**config.mk**
```make
export PLATFORM = sky130hd
export DESIGN_NAME = tcop_timed
export DESIGN_NICKNAME = d
export VERILOG_FILES = /design/src/rtl/tcop_timed.sv
export SDC_FILE = /design/constraint.sdc
export NUM_CORES = 2
export LEC_CHECK = 0
export BUFFER_PORTS_ARGS = -buffer_cell sky130_fd_sc_hd__clkbuf_2
export CORE_MARGIN = 3
export CORE_UTILIZATION = 50
export DETAILED_ROUTE_END_ITERATION = 16
export PLACE_DENSITY = 0.62
export SETUP_SLACK_MARGIN = 0.5
export SLEW_MARGIN = 25
export SYNTH_ARGS = -nofsm -noshare
export SYNTH_HDL_FRONTEND = slang
export SYNTH_SLANG_ARGS = --single-unit
```
**constraint.sdc**
```tcl
create_clock -name clk -period 17.55 [get_ports clk]
set_clock_uncertainty 0.2 [all_clocks]
set_input_delay 3.51 -clock clk [delete_from_list [all_inputs] [get_ports clk]]
set_output_delay 3.51 -clock clk [all_outputs]
set_load 0.01 [all_outputs]
```
**src/rtl/tcop_timed.sv**
```systemverilog
module tcop_timed #(
  parameter int DW = 32
) (
  input  logic          clk,
  input  logic          rst_n,
  input  logic          cmd_valid,
  input  logic [2:0]    cmd_type,
  input  logic [3:0]    cmd_cpnum,
  input  logic [31:0]   cmd_instr,
  input  logic [DW-1:0] cmd_wdata,
  output logic [DW-1:0] cmd_rdata,
  output logic          cmd_busy,
  output logic          cmd_done,
  output logic          cmd_accept,
  output logic          cmd_reject,
  output logic          fiq_n,
  output logic          irq_n
);
  localparam int NREG = 16;
  localparam int IW = $clog2(NREG);
  localparam logic [2:0] T_WR = 3'd0, T_RD = 3'd1, T_LD = 3'd2, T_ST = 3'd3, T_OP = 3'd4;

  typedef enum logic [1:0] {S_IDLE, S_RESP, S_BEAT2, S_STALL} st_t;
  st_t st;

  logic [DW-1:0] regs [NREG];
  logic [DW-1:0] cnt, fin, fcnt, icnt;
  logic          fpend, ipend, acc_q, rej_q, ld_q;
  logic [IW-1:0] nidx;

  wire [3:0]    op   = cmd_instr[23:20];
  wire [IW-1:0] ra   = cmd_instr[19:16];
  wire [IW-1:0] rl   = cmd_instr[15:12];
  wire [IW-1:0] ro   = cmd_instr[3:0];
  wire          lng  = cmd_instr[22];
  wire          cp4  = cmd_cpnum == 4'd4;
  wire          cp5  = cmd_cpnum == 4'd5;
  wire          go   = cmd_valid && st == S_IDLE;
  wire [DW-1:0] opnd = regs[ro];
  wire [DW-1:0] diff = cnt - fin;
  wire          reached = !diff[DW-1];

  logic unused_bits;
  assign unused_bits = ^{cmd_instr[31:24], cmd_instr[11:4]};

  logic ok;
  always_comb begin
    case (cmd_type)
      T_WR, T_RD: ok = cp4 || cp5;
      T_LD, T_ST: ok = cp4;
      T_OP:       ok = (cp4 && op == 4'd0) || (cp5 && op <= 4'd5);
      default:    ok = 1'b0;
    endcase
  end

  assign cmd_busy   = st == S_BEAT2 || (st == S_STALL && !reached);
  assign cmd_done   = (st == S_RESP && !rej_q) || (st == S_STALL && reached);
  assign cmd_reject = st == S_RESP && rej_q;
  assign cmd_accept = acc_q;

  always_ff @(posedge clk) begin
    if (!rst_n) begin
      st <= S_IDLE;
      for (int i = 0; i < NREG; i++) regs[i] <= '0;
      cnt <= '0; fin <= '0; fcnt <= '0; icnt <= '0;
      fpend <= 1'b0; ipend <= 1'b0; acc_q <= 1'b0; rej_q <= 1'b0; ld_q <= 1'b0;
      nidx <= '0; cmd_rdata <= '0; fiq_n <= 1'b1; irq_n <= 1'b1;
    end else begin
      cnt   <= cnt + 1'b1;
      acc_q <= 1'b0;
      rej_q <= 1'b0;
      if (fpend) begin
        if (fcnt == DW'(1)) begin fiq_n <= 1'b0; fpend <= 1'b0; end
        else fcnt <= fcnt - 1'b1;
      end
      if (ipend) begin
        if (icnt == DW'(1)) begin irq_n <= 1'b0; ipend <= 1'b0; end
        else icnt <= icnt - 1'b1;
      end
      case (st)
        S_IDLE: if (cmd_valid) begin
          acc_q <= ok;
          rej_q <= !ok;
          st    <= S_RESP;
          if (ok) begin
            case (cmd_type)
              T_WR: regs[ra] <= cmd_wdata;
              T_RD: cmd_rdata <= regs[ra];
              T_LD, T_ST: begin
                if (cmd_type == T_LD) regs[rl] <= cmd_wdata;
                else cmd_rdata <= regs[rl];
                ld_q <= cmd_type == T_LD;
                nidx <= rl + 1'b1;
                if (lng) st <= S_BEAT2;
              end
              default: begin
                case (op)
                  4'd0: begin fin <= cnt + opnd; st <= S_STALL; end
                  4'd1: begin
                    fpend <= opnd != '0; fcnt <= opnd;
                    if (opnd == '0) fiq_n <= 1'b0;
                  end
                  4'd2: begin
                    ipend <= opnd != '0; icnt <= opnd;
                    if (opnd == '0) irq_n <= 1'b0;
                  end
                  4'd3: begin fiq_n <= 1'b1; fpend <= 1'b0; end
                  4'd4: begin irq_n <= 1'b1; ipend <= 1'b0; end
                  default: regs[ro] <= cnt;
                endcase
              end
            endcase
          end
        end
        S_BEAT2: begin
          if (ld_q) regs[nidx] <= cmd_wdata;
          else cmd_rdata <= regs[nidx];
          st <= S_RESP;
        end
        S_STALL: if (reached) st <= S_IDLE;
        default: st <= S_IDLE;
      endcase
    end
  end

  AST_DONE_NOT_REJECT: assert property (@(posedge clk) disable iff (!rst_n) !(cmd_done && cmd_reject));
  AST_BUSY_NOT_DONE: assert property (@(posedge clk) disable iff (!rst_n) !(cmd_busy && cmd_done));
  AST_REJECT_RESPONSE: assert property (@(posedge clk) disable iff (!rst_n) go && !ok |=> cmd_reject && !cmd_accept);
  AST_ACCEPT_RESPONSE: assert property (@(posedge clk) disable iff (!rst_n) go && ok |=> cmd_accept && !cmd_reject);
  AST_FIQ_RELEASE: assert property (@(posedge clk) disable iff (!rst_n) go && cmd_type == T_OP && cp5 && op == 4'd3 |=> fiq_n);
  AST_IRQ_IMMEDIATE: assert property (@(posedge clk) disable iff (!rst_n) go && cmd_type == T_OP && cp5 && op == 4'd2 && opnd == '0 |=> !irq_n);
  AST_IGNORE_IN_FLIGHT: assert property (@(posedge clk) disable iff (!rst_n) cmd_valid && st != S_IDLE |=> !cmd_accept && !cmd_reject);
endmodule

```
==> metrics.cfg <==
[timing]
hold_viol_final=0
finalMaxSlewViolations=0
worst_pin_slew_ns=1.06
holdWs_ns=0.250
rsz0062_at_grt=false
setup_viol=0
period_share=0.552
timing.final.crit_period_ns=9.69
max_freq_mhz=103
setup_slack_ns=7.86
setup_tns_ns=0
relSlewSlack=0.292

[clock_network]
postCtsSetupBuffers=0
htree_levels=3
cts-resized-gates=0
clk_latency_ns=0.65
path_clk_slew_ns=0.06
cts_root_buf=clkbuf_16
clock_sinks=689
cts_tree=done
hold_buffers=0
cts_buffer_depth=3
numCtsBuffers=79

[worst_setup_path]
critical_path_class=in2reg
cp_data_arrival_time_ns=10.04
end_kind=flop
worstSetupStartpointType=input port
cp_cell_sequence=clkbuf_8 > buf_4 > buf_4 > mux4_2 > mux4_2 > ha_1 > a21oi_1 > o21ai_0 > a311oi_1 > nand2_1 > o21ba_2 > o31ai_1 > nor3_1 > a2111oi_0 > xnor2_1 > a211oi_1
crit_family=compound AO/OA/AOI/OAI gates
cp_max_fo=40
cp_slowest_cell=a2111oi_0
worst-path-buf-inv=3
worstPathRequired_ns=17.89
timing.reg2reg.worst_path_depth=13
cp_slowest_stage_delay_ns=0.82
crit_cells=16

[cells_and_area]
antenna_cells=0
drive_above_1_share=0.299
nets=3396
area_delta_synth_final_pct=9.87

[drt]
wl_per_cell_um=34.6
drtIter0Drc=5159
vias=32200
wl_mm=154
postRouteAntennaNets=0
viasPerCell=7.21
dr.pass1.iters=7
drc=0

[synthesis]
synthArstFlopShare=0
yosys_warnings=0
avgSynthCellArea_sq_um=13.3
ys.flop_type=edfxtp_1
synth-seq-cells=689
syn_inst=3290
synth-edff-count=512
ys_seq_area_frac=0.433
synth.distinct_cells=69
synth_fp_nets=3432
synthDominantAreaCellType=edfxtp_1
ys_top_cells_by_area=edfxtp_1, mux4_2, dfxtp_1
syn_area_sq_mm=0.0437
netlist.area_leader.share=0.352

[floorplanning]
rows=107
die_area_sq_mm=0.0910
io-pin-count=112
die_h_um=302
floorplan.initialDensity=0.508
fp.dieW_um=302
core-area_sq_mm=0.0859

[pwr]
finalPower_mw=3.99
p_leak_nw=16.8
cellPowerDensity_mw_per_mm2=83.1
ir_drop_mv=0.0654

[placed_design]
pre_cts_slack_ns=7.22
finalWeightedCongestion=0.883
io_buffers=95
hpwl_mm=85.2

[global_routing]
globalRouteOverflowTotal=0
grt_pass1_vias=31800
grt_use_total=0.341
grt_pass1_wl_mm=219
antenna_found_initial=1
grt_max_degree=88

[worst_hold_path]
min_path_cells=2
hold_path.class=reg2reg

[flow_run]
maxCapViolations=0

[outcome]
outcome=complete, no violations

## Yosys cell counts (7+ instances only)
cell	instances
a21o_1	22
nand2b_1	10
or3_1	7
o21ai_0	56
nand4_1	14
nand3_1	34
o211ai_1	36
nand2_1	187
and3_1	17
or4_1	8
mux2i_1	71
dfxtp_1	177
a211oi_1	50
nor2b_1	14
ha_1	67
nor4_1	19
buf_2	10
nor3_1	27
buf_1	53
clkbuf_1	222
xor2_1	50
a21oi_1	118
inv_1	50
edfxtp_1	512
xnor2_1	70
nor2_1	656
mux4_2	640
## cells in the final DEF (no fill, tap or decap), types with 18 or more instances in the layout
cell type and instances:
nand3_1 33, nor4_1 18, xnor2_1 70, inv_1 50, mux4_2 640, a211oi_1 50, ha_1 67, a21oi_1 117
clkbuf_1 22, nand2_1 153, mux2i_1 70, edfxtp_1 512, clkbuf_2 86, dfxtp_1 173, o21ai_0 56, clkbuf_16 82
buf_4 77, nor2_1 655, o211ai_1 36, xor2_1 50, a21o_1 22, nand2_4 24, nor3_1 27
## where the power goes
part	switching, mW	leakage, nW	internal (mW)
combinational	0.282	8.78	0.217
sequential	0.0382	6.77	1.79
clock	0.686	1.25	0.977
total	1.01	16.8	2.98
## per-layer routing
layer  up-vias  share of wire  track usage
met5         -        0.00010            0
met4         2          0.056        0.164
met3       506           0.15        0.104
met2      2546           0.45        0.525
met1     16300           0.35        0.445
li1      12800              -            -
## worst register-to-register path: cells and delay by family (launching register included)
kind	cells	cell delay (ns)
AOI/OAI and AO/OA	7	2.63
muxes	2	1.08
DFF	1	0.43
adders and majority gates	1	0.40
and+or+nand+nor	2	0.37
xor gates and xnor gates	1	0.12
## layout make-up
class / count / area [sq um]
clock buffers: 108 / 2190
clock inverters: 38 / 372
fillers: 6871 / 38000
inverters: 51 / 196
multi-input cells: 2259 / 23700
flip-flops and latches: 689 / 18900
well taps: 1144 / 1430
repair buffers: 174 / 1180
## logic make-up (layout without fill, tap and decap cells)
logic type                 Yosys count  count (layout)  synth area share
adders and majority gates           68              68            0.0196
and+or+nand+nor                   1029            1029            0.0989
DFF                                689             689             0.433
AOI/OAI and AO/OA                  331             331            0.0475
buffers and inverters              342             371            0.0307
muxes                              711             711             0.346
xor gates and xnor gates           120             120            0.0241
## through the flow
stage	utilization	instance area (sq um)	instances
finish	0.558	48000	4463
global route	0.558	48000	4463
CTS	0.558	47900	4461
detailed placement	0.528	45400	4315
global placement	0.527	45300	4314
floorplan	-	43700	3290
## registers in the layout, summed over array words and instances, names as in the netlist, named ones only
register,cells
cmd_accept,1
nidx,4
cnt,32
irq_n,1
fpend,1
st,2
fcnt,32
icnt,32
cmd_rdata,32
ld_q,1
fiq_n,1
fin,32
ipend,1
rej_q,1
regs,512
## path summary, 6_finish.rpt
check                                   from  slack [ns]       to
worst min register to register       fin[29]        0.25  fin[29]
worst min-delay path                 fin[29]        0.25  fin[29]
worst max-delay path            cmd_instr[0]        7.86  fin[31]
worst max register to register   regs[11][4]       12.23  fin[31]
No activity file was read; power rests on OpenSTA's default activity.
